--- config.mk ---
export PLATFORM = sky130hd
export DESIGN_NAME = detour_scratch_regs
export DESIGN_NICKNAME = d
export VERILOG_FILES = /design/src/rtl/dsr_pkg.sv /design/src/rtl/dsr_operand_sel.sv /design/src/rtl/dsr_store.sv /design/src/rtl/dsr_seq.sv /design/src/rtl/detour_scratch_regs.sv
export SDC_FILE = /design/constraint.sdc
export NUM_CORES = 1
export LEC_CHECK = 0
export BUFFER_PORTS_ARGS = -buffer_cell sky130_fd_sc_hd__buf_2
export CAP_MARGIN = 20
export CORE_ASPECT_RATIO = 0.5
export CORE_MARGIN = 1.5
export CORE_UTILIZATION = 49
export DETAILED_ROUTE_END_ITERATION = 8
export PLACE_DENSITY = 0.77
export SETUP_SLACK_MARGIN = 0.2
export SLEW_MARGIN = 15
export SYNTH_ARGS = -nofsm -noshare
export SYNTH_HDL_FRONTEND = slang
export SYNTH_HIERARCHICAL = 1
export SYNTH_SLANG_ARGS = --single-unit
--- constraint.sdc ---
create_clock -name clk -period 2.1 [get_ports clk]
set_input_delay 0.105 -clock clk [delete_from_list [all_inputs] [get_ports clk]]
set_output_delay 0.105 -clock clk [all_outputs]
set_load 0.02 [all_outputs]
--- src/rtl/dsr_pkg.sv ---
// dsr_pkg: shared constants and types of the detour scratch register file.
// Assumes the operand slots sit at the bottom of the scratch file.
package dsr_pkg;
    localparam int OPA_SLOT = 0;
    localparam int OPB_SLOT = 1;

    typedef enum logic {
        MODE_NORMAL = 1'b0,
        MODE_DETOUR = 1'b1
    } mode_e;
endpackage

--- src/rtl/dsr_operand_sel.sv ---
// dsr_operand_sel: picks the value captured for one source operand at
// routine start. A same-cycle result write to that register wins over the
// bypassed input, and the architected zero register captures zero.
// Assumes the write port is only meaningful outside detour mode.
module dsr_operand_sel #(
    parameter int XLEN     = 32,
    parameter int AW       = 5,
    parameter int ZERO_IDX = 31
) (
    input  logic [AW-1:0]   src_idx_i,
    input  logic [XLEN-1:0] src_val_i,
    input  logic            wr_en_i,
    input  logic [AW-1:0]   wr_idx_i,
    input  logic [XLEN-1:0] wr_data_i,
    output logic [XLEN-1:0] val_o
);
    // Purpose: priority select zero > same-cycle write > bypassed value.
    always_comb begin
        if (src_idx_i == AW'(ZERO_IDX))
            val_o = '0;
        else if (wr_en_i && (wr_idx_i == src_idx_i))
            val_o = wr_data_i;
        else
            val_o = src_val_i;
    end
endmodule

--- src/rtl/dsr_store.sv ---
// dsr_store: scratch slot storage with two read ports, one result read
// port, one write port and a paired operand load. The top slot is a
// constant zero. Assumes load and write never target the same cycle.
module dsr_store #(
    parameter int XLEN     = 32,
    parameter int SLOTS    = 8,
    parameter int RES_SLOT = 2
) (
    input  logic                     clk,
    input  logic                     rst_n,
    input  logic                     load_i,
    input  logic [XLEN-1:0]          load_a_i,
    input  logic [XLEN-1:0]          load_b_i,
    input  logic                     we_i,
    input  logic [$clog2(SLOTS)-1:0] widx_i,
    input  logic [XLEN-1:0]          wdata_i,
    input  logic [$clog2(SLOTS)-1:0] ra_idx_i,
    input  logic [$clog2(SLOTS)-1:0] rb_idx_i,
    output logic [XLEN-1:0]          ra_o,
    output logic [XLEN-1:0]          rb_o,
    output logic [XLEN-1:0]          res_o
);
    import dsr_pkg::*;
    localparam int SW       = $clog2(SLOTS);
    localparam int ZERO_SLT = SLOTS - 1;

    logic [SLOTS-1:0][XLEN-1:0] slot_w;

    for (genvar g = 0; g < SLOTS; g++) begin : g_slot
        if (g == ZERO_SLT) begin : g_zero
            assign slot_w[g] = '0;
        end else begin : g_reg
            logic [XLEN-1:0] q;
            // Purpose: hold one slot; operand load beats routine write.
            always_ff @(posedge clk) begin
                if (!rst_n)
                    q <= '0;
                else if (load_i && (g == OPA_SLOT))
                    q <= load_a_i;
                else if (load_i && (g == OPB_SLOT))
                    q <= load_b_i;
                else if (we_i && (widx_i == SW'(g)))
                    q <= wdata_i;
            end
            assign slot_w[g] = q;
        end
    end

    assign ra_o  = slot_w[ra_idx_i];
    assign rb_o  = slot_w[rb_idx_i];
    assign res_o = slot_w[RES_SLOT];
endmodule

--- src/rtl/dsr_seq.sv ---
// dsr_seq: mode sequencer. Accepts a start only in normal mode and a
// finish only in detour mode. It keeps the destination and the control
// flag of the replaced instruction and issues the one-cycle copy-back or
// program counter load in the finish cycle.
module dsr_seq #(
    parameter int AW = 5
) (
    input  logic          clk,
    input  logic          rst_n,
    input  logic          start_i,
    input  logic          finish_i,
    input  logic          is_ctrl_i,
    input  logic [AW-1:0] dst_idx_i,
    output logic          detour_o,
    output logic          copyin_o,
    output logic          copyback_o,
    output logic          pc_load_o,
    output logic [AW-1:0] saved_dst_o
);
    import dsr_pkg::*;
    mode_e mode_q;
    logic  ctrl_q;

    assign detour_o    = (mode_q == MODE_DETOUR);
    assign copyin_o    = (mode_q == MODE_NORMAL) && start_i;
    assign copyback_o  = detour_o && finish_i && !ctrl_q;
    assign pc_load_o   = detour_o && finish_i && ctrl_q;

    // Purpose: advance the mode and latch the routine context at start.
    always_ff @(posedge clk) begin
        if (!rst_n) begin
            mode_q      <= MODE_NORMAL;
            ctrl_q      <= 1'b0;
            saved_dst_o <= '0;
        end else if (copyin_o) begin
            mode_q      <= MODE_DETOUR;
            ctrl_q      <= is_ctrl_i;
            saved_dst_o <= dst_idx_i;
        end else if (detour_o && finish_i) begin
            mode_q      <= MODE_NORMAL;
        end
    end
endmodule

--- src/rtl/detour_scratch_regs.sv ---
// detour_scratch_regs: private register file for substitution routines.
// It steers reads and writes to scratch slots in detour mode, captures the
// two operands at start and copies the result slot back at finish.
// Assumes the architected zero register is the highest architected index
// and that routines only name slots through the low specifier bits.
module detour_scratch_regs #(
    parameter int XLEN      = 32,
    parameter int ARCH_REGS = 32,
    parameter int AUX_REGS  = 8,
    parameter int RES_SLOT  = 2
) (
    input  logic                         clk,
    input  logic                         rst_n,
    input  logic                         start_i,
    input  logic                         finish_i,
    input  logic                         is_ctrl_i,
    input  logic [$clog2(ARCH_REGS)-1:0] src_a_idx_i,
    input  logic [$clog2(ARCH_REGS)-1:0] src_b_idx_i,
    input  logic [XLEN-1:0]              src_a_val_i,
    input  logic [XLEN-1:0]              src_b_val_i,
    input  logic [$clog2(ARCH_REGS)-1:0] dst_idx_i,
    input  logic [$clog2(ARCH_REGS)-1:0] rd_a_idx_i,
    input  logic [$clog2(ARCH_REGS)-1:0] rd_b_idx_i,
    input  logic [XLEN-1:0]              arch_rd_a_i,
    input  logic [XLEN-1:0]              arch_rd_b_i,
    input  logic                         wr_en_i,
    input  logic [$clog2(ARCH_REGS)-1:0] wr_idx_i,
    input  logic [XLEN-1:0]              wr_data_i,
    output logic [XLEN-1:0]              rd_a_data_o,
    output logic [XLEN-1:0]              rd_b_data_o,
    output logic                         arch_we_o,
    output logic [$clog2(ARCH_REGS)-1:0] arch_widx_o,
    output logic [XLEN-1:0]              arch_wdata_o,
    output logic                         pc_we_o,
    output logic [XLEN-1:0]              pc_data_o,
    output logic                         detour_o
);
    localparam int AW       = $clog2(ARCH_REGS);
    localparam int SW       = $clog2(AUX_REGS);
    localparam int ZERO_IDX = ARCH_REGS - 1;

    logic          copyin, copyback;
    logic [AW-1:0] saved_dst;
    logic [XLEN-1:0] aux_ra, aux_rb, aux_res;
    logic [1:0][AW-1:0]   op_idx;
    logic [1:0][XLEN-1:0] op_val, op_cap;

    assign op_idx = {src_b_idx_i, src_a_idx_i};
    assign op_val = {src_b_val_i, src_a_val_i};

    dsr_seq #(.AW(AW)) u_seq (
        .clk        (clk),
        .rst_n      (rst_n),
        .start_i    (start_i),
        .finish_i   (finish_i),
        .is_ctrl_i  (is_ctrl_i),
        .dst_idx_i  (dst_idx_i),
        .detour_o   (detour_o),
        .copyin_o   (copyin),
        .copyback_o (copyback),
        .pc_load_o  (pc_we_o),
        .saved_dst_o(saved_dst)
    );

    for (genvar k = 0; k < 2; k++) begin : g_op
        dsr_operand_sel #(.XLEN(XLEN), .AW(AW), .ZERO_IDX(ZERO_IDX)) u_sel (
            .src_idx_i (op_idx[k]),
            .src_val_i (op_val[k]),
            .wr_en_i   (wr_en_i),
            .wr_idx_i  (wr_idx_i),
            .wr_data_i (wr_data_i),
            .val_o     (op_cap[k])
        );
    end

    dsr_store #(.XLEN(XLEN), .SLOTS(AUX_REGS), .RES_SLOT(RES_SLOT)) u_store (
        .clk      (clk),
        .rst_n    (rst_n),
        .load_i   (copyin),
        .load_a_i (op_cap[0]),
        .load_b_i (op_cap[1]),
        .we_i     (detour_o && wr_en_i),
        .widx_i   (wr_idx_i[SW-1:0]),
        .wdata_i  (wr_data_i),
        .ra_idx_i (rd_a_idx_i[SW-1:0]),
        .rb_idx_i (rd_b_idx_i[SW-1:0]),
        .ra_o     (aux_ra),
        .rb_o     (aux_rb),
        .res_o    (aux_res)
    );

    // Purpose: steer operand reads and the architected write port by mode.
    always_comb begin
        rd_a_data_o = detour_o ? aux_ra : arch_rd_a_i;
        rd_b_data_o = detour_o ? aux_rb : arch_rd_b_i;
        if (detour_o) begin
            arch_we_o    = copyback;
            arch_widx_o  = saved_dst;
            arch_wdata_o = aux_res;
        end else begin
            arch_we_o    = wr_en_i;
            arch_widx_o  = wr_idx_i;
            arch_wdata_o = wr_data_i;
        end
    end

    assign pc_data_o = aux_res;
endmodule

# Word level (Yosys, flattened, before mapping)
# Cells that the tools add are included.
[classes]
eq_ne = 10
bitwise = 1
order_cmp = 2
n_mux = 19
n_reduce_logical = 19
[op_table]
columns = ["op", "n"]
rows = [
  ["$mux W32", 13],
  ["$bmux W32 S3", 2],
  ["$logic_and A1 B1 Y1", 14],
  ["$eq A5 B5 Y1", 2],
  ["$eq A5 B5 Y1 const B", 2],
  ["$eq A3 B3 Y1 const B", 3],
  ["$lt A3 B4 Y1 const B", 2],
  ["$eq A3 B2 Y1 const B", 2],
  ["$reduce_bool A2 Y1", 3],
  ["$mux W5", 1],
  ["$eq A3 B1 Y1 const B", 1],
  ["$logic_not A3 Y1", 1],
  ["$mux W1", 3],
  ["$logic_not A1 Y1", 1],
  ["$not A1 Y1", 1],
]
[word_totals]
out_inout_bits = 136
in_bits = 196
word_cells = 61
regBits = 231

# Longest topological paths before layout
[depth]
ltp_word = 5
ltp_mapped = 9
depth_no_buf = 6

# By module
# Netlist, hierarchy kept.
[by_module_without_submodules]
columns = ["module", "area_each_um2", "instances", "seq_area_each_um2", "cells_per_inst"]
rows = [
  ["dsr_store", 12736.0, 1, 4484.3, 1454],
  ["dsr_operand_sel", 636.9, 2, 0.0, 122],
  ["detour_scratch_regs", 1256.2, 1, 0.0, 114],
  ["dsr_seq", 300.3, 1, 140.1, 32],
]

# Least setup slack after synthesis
# Ideal clock, no wire load.
[synth_timing]
path_kind = "register -> register"
startpoint = "register u_seq.mode_q, in the netlist u_seq/detour_o"
endpoint = "register u_store.g_slot[0].g_reg.q[17]"
required_ps = 2021
path_stages_with_launch = 10
setup_ps = 79
setup_slack_ps = 76
path_buffers = 5
t_arrival_ps = 1945
synth_period_minus_slack_ps = 2024
cell_sequence = "dfxtp_1 -> buf_4 -> buf_6 -> and2_1 -> buf_2 -> nor4b_4 -> buf_6 -> buf_6 -> nor3_1 -> a211oi_2"
[synth_via]
elab_chain_cells = 3
word_cells_on_any_way = 6
cone_classes = "1 x mux; 1 x bitwise; 4 x reduce/logical"
[synth_rtl]
columns = ["element", "line_no", "source"]
rows = [
  ["from (decl)", "dsr_seq.sv:21", "mode_e mode_q;"],
  ["from (signal assigned)", "dsr_seq.sv:32", "mode_q <= MODE_NORMAL;"],
  ["from (signal assigned)", "dsr_seq.sv:36", "mode_q <= MODE_DETOUR;"],
  ["from (signal assigned)", "dsr_seq.sv:40", "mode_q <= MODE_NORMAL;"],
  ["$logic_and A1 B1 Y1 / $not A1 Y1 (equally long branches)", "detour_scratch_regs.sv:82, dsr_seq.sv:25", ""],
  ["$logic_and A1 B1 Y1, on equally long branches", "dsr_store.sv:42, dsr_seq.sv:25", ""],
  ["$reduce_bool A2 Y1 (no source line) / $mux W32 (equally long branches)", "-", ""],
  ["to (signal assigned)", "dsr_store.sv:39", "q <= load_a_i;"],
  ["to (signal assigned)", "dsr_store.sv:41", "q <= load_b_i;"],
  ["to (signal assigned)", "dsr_store.sv:43", "q <= wdata_i;"],
  ["to (decl)", "dsr_store.sv:33", "logic [XLEN-1:0] q;"],
]
# Parallel ways exist; a longest one is shown, timed or not.
# A chain may end at the register's enable or synchronous reset.

# Worst setup path after layout
[layout_timing]
startpoint = "register u_store.g_slot[2].g_reg.q[12], in the netlist u_store/res_o[12]"
endpoint = "output rd_a_data_o[12]"
[layout_via]
elab_chain_cells = 3
[layout_rtl]
columns = ["element", "line_no", "source"]
rows = [
  ["from (decl)", "dsr_store.sv:33", ""],
  ["from (signal assigned)", "dsr_store.sv:39", ""],
  ["from (signal assigned)", "dsr_store.sv:41", ""],
  ["from (signal assigned)", "dsr_store.sv:43", ""],
  ["$bmux W32 S3", "dsr_store.sv:49", "assign ra_o = slot_w[ra_idx_i];"],
  ["$mux W32 (not written as such)", "dsr_store.sv:49", ""],
  ["via aux_ra[12]", "detour_scratch_regs.sv:44", "logic [XLEN-1:0] aux_ra, aux_rb, aux_res;"],
  ["$mux W32", "detour_scratch_regs.sv:94", "rd_a_data_o = detour_o ? aux_ra : arch_rd_a_i;"],
  ["to (decl)", "detour_scratch_regs.sv:29", "output logic [XLEN-1:0] rd_a_data_o,"],
]
# The timed path passes the listed nets, and every way through them passes these cells. The select of a mux whose other input is x is not followed.

==> flow_metrics.tcl <==
set metrics [dict create \
    leakagePower_uw 0.00806 \
    cp.arrival_ps 2010 \
    cts_buffers 22 \
    area_growth_pct 31.0 \
    detail-route-antenna-nets 0 \
    core-area_sq_um 30800 \
    hpwlAfterDp_mm 36.1 \
    cts_root_buf "clkbuf_16" \
    first_global_vias 15455 \
    peakVddDrop_v 0.000519 \
    vias 16659 \
    maxUsedRoutingLayer "met4" \
    synth-seq-cells 231 \
    dieArea_sq_um 32900 \
    finClkSkew_ps 27.4 \
    fin_util_pct 66.2 \
    ys_types 38 \
    nNetsFinal 2323 \
    met2_length_mm 28.2 \
    rsz0062_at_grt "true" \
    timing.final.crit_share_pct 101 \
    dp_cells 2457 \
    antenna_found_initial 4 \
    drt_first_pass_iters 6 \
    clkLatencyLatePin_ps 550 \
    clkTransAtPathRegs_ps 80 \
    maxCapViolCount 0 \
    netlist_area_sq_um 15600 \
    synth_warnings 6 \
    period_needed_ps 2110 \
    drcViolationCount 0 \
    setup_ws_ps -12.4 \
    die_y_microns 129 \
    grt-ovfl-total 0 \
    power_density_nw_per_um2 601 \
    htree_levels 1 \
    synth_nets 2040 \
    syn_avg_cell_area_sq_um 8.44 \
    io_buffers 327 \
    worst_pin_slew_ps 860 \
    grt_max_degree 92 \
    fmax_ghz 0.473 \
    outcome "finished, violations left" \
    slew-limit-headroom_pct 42.5 \
    cts_tree "yes" \
    final_max_slew_viol_count 0 \
    path_class "register to output port" \
    ios 332 \
    critical_path.max_fanout 5 \
    setup_viol 1 \
    synthCells 1844 \
    crit_path_end_kind "output port" \
    die_x_microns 255 \
    critPathRequiredTime_ps 2000 \
    drt_first_iter_violations 2135 \
    stdcell_count 2566 \
    violations "negative setup slack" \
    ys_seq_area_share_pct 29.7 \
    drive_above_1_share_pct 39.1 \
    gp_congestion 0.971 \
    rows 45 \
    viasPerCell 6.49 \
    gr-usage-all-layers_pct 32.6 \
    route.met3.wl_mm 6.28 \
    clk_path_buf_depth 3 \
    min_path_type "input port to register" \
    grt_pass1_wl_mm 85.1 \
    wl_per_cell_microns 23.5 \
    routedLengthMet1_mm 22.6 \
    hold_viol_final 0 \
    clkSinkCount 231 \
    routed_wl_mm 60.4 \
    start_util_pct 50.5 \
    critPathLaunchType "register" \
]
[through the flow]
| stage | total power, uW | hold slack, ps | setup slack (ps) | setup TNS (ps) | cell area [sq um] |
|---|---|---|---|---|---|
| 2_1_floorplan | 6370 | 240 | 211 | 0 | 15600 |
| 5_1_grt | 12600 | 17.4 | -17.9 | -17.9 | 20400 |
| 4_1_cts | 11800 | 3.19 | 123 | 0 | 19500 |
| 3_3_place_gp | 7180 | 355 | 60.5 | 0 | 17400 |
| 3_5_place_dp | 7210 | 351 | 3.74 | 0 | 17400 |
| 6_report | 12200 | 14.4 | -12.4 | -12.4 | 20400 |
[cell usage after synthesis]
master | number | area (sq um)
a221oi_1 | 64 | 561
o21ai_1 | 10 | 50.1
nor4_4 | 2 | 42.5
nor2_1 | 35 | 131
nand4bb_1 | 2 | 22.5
o221a_2 | 64 | 721
mux2i_1 | 198 | 1980
o21ai_0 | 118 | 591
nand2_1 | 397 | 1490
dfxtp_1 | 231 | 4620
nand4b_1 | 3 | 26.3
a21boi_1 | 57 | 428
xnor2_1 | 2 | 17.5
nor4b_4 | 1 | 23.8
and3_1 | 3 | 18.8
inv_1 | 32 | 120
buf_4 | 25 | 188
mux2_2 | 102 | 1150
and4bb_1 | 1 | 12.5
and2_1 | 5 | 31.3
nor2b_2 | 1 | 8.76
nand3_1 | 2 | 10.0
clkinv_1 | 1 | 3.75
buf_1 | 1 | 3.75
buf_2 | 42 | 210
a211oi_1 | 27 | 203
nand2b_4 | 2 | 27.5
o211a_1 | 1 | 10.0
a21boi_0 | 103 | 773
clkbuf_1 | 96 | 360
and4b_1 | 3 | 30.0
nor2b_1 | 2 | 12.5
and4bb_2 | 2 | 25.0
buf_6 | 36 | 405
nor3_1 | 64 | 320
nand4_1 | 64 | 400
xor2_1 | 8 | 70.1
a211oi_2 | 37 | 463
[sequential cells by signal (all words and copies together), names as in the netlist]
| signal | count |
|---|---|
| u_seq/saved_dst_o | 5 |
| u_seq/detour_o | 1 |
| u_store/res_o | 32 |
| u_seq/ctrl_q | 1 |
| u_store/g_slot.g_reg.q | 192 |
[timing repair]
item,4_1_cts,5_1_grt
setup buffers,4,13
pin swaps,10,27
resized for setup,208,198
hold buffers,42,0
hold endpoints to repair,168,0
endpoints found under the setup margin,104,108
gates cloned,2,8
[where the power goes]
group / switching, uW / internal, uW
logic: 1760 / 1460
registers: 149 / 4530
clock network: 1930 / 2410
total: 3840 / 8400
[metal layers]
metal | vias up | GRT usage (%)
met5 | - | 0
met4 | 0 | 15.2
met3 | 273 | 5.12
met2 | 1105 | 55.9
met1 | 7984 | 40.7
li1 | 7297 | -
[critical path, stage by stage, from the launching register on]
cell,delay (ps)
dfxtp_1,470
mux2i_1,170
a221oi_2,460
mux2_4,250
buf_6,110
[cell type report]
class / instances / area [sq um]
timing repair buffer: 456 / 3620
sequential: 231 / 4740
clock buffer: 28 / 603
clock inverter: 10 / 140
multi-input combinational: 1383 / 10600
fill: 2324 / 10400
tap: 423 / 529
antenna: 2 / 5.00
inverter: 33 / 124
[cell families (layout without fill, tap and decap cells)]
group,Yosys count,after routing,synth area share (%)
XOR/XNOR,10,10,0.563
flip-flops,231,231,29.7
AO/OA/AOI/OAI,481,481,24.4
buffers and inverters,233,527,8.30
AND/OR/NAND/NOR,589,592,16.9
multiplexers,300,300,20.1
other,0,2,0
[layout by cell type, fill, tap and decap left out, types with 10 or more instances in the layout]
cell type,count
a211oi_1,27
mux2i_1,190
o21ai_1,10
a221oi_4,16
a221oi_2,48
a21boi_0,102
a211oi_2,37
nor3_1,64
inv_1,29
buf_12,29
buf_4,61
nand4_1,64
dlygate4sd3_1,42
nor2_1,33
o221a_2,63
dfxtp_1,140
mux2_4,70
a21boi_1,58
nand2_1,397
buf_6,63
clkbuf_16,27
o21ai_0,118
dfxtp_2,90
buf_2,253
mux2_2,32
[final timing paths]
path                                                  start                                         end  slack, ps  cells past startpoint
hold reg to reg   u_store/g_slot[5].g_reg.q[7]$_SDFFE_PN0P_   u_store/g_slot[5].g_reg.q[7]$_SDFFE_PN0P_        450                      2
setup reg to reg                u_seq/detour_o$_SDFFE_PN0P_  u_store/g_slot[6].g_reg.q[12]$_SDFFE_PN0P_        210                      6
setup / recovery             u_store/res_o[12]$_SDFFE_PN0P_                             rd_a_data_o[12]        -10                      4
hold / removal                              src_a_val_i[28]  u_store/g_slot[0].g_reg.q[28]$_SDFFE_PN0P_         10                      5
Note: power is estimated with default switching activity, not from simulation.
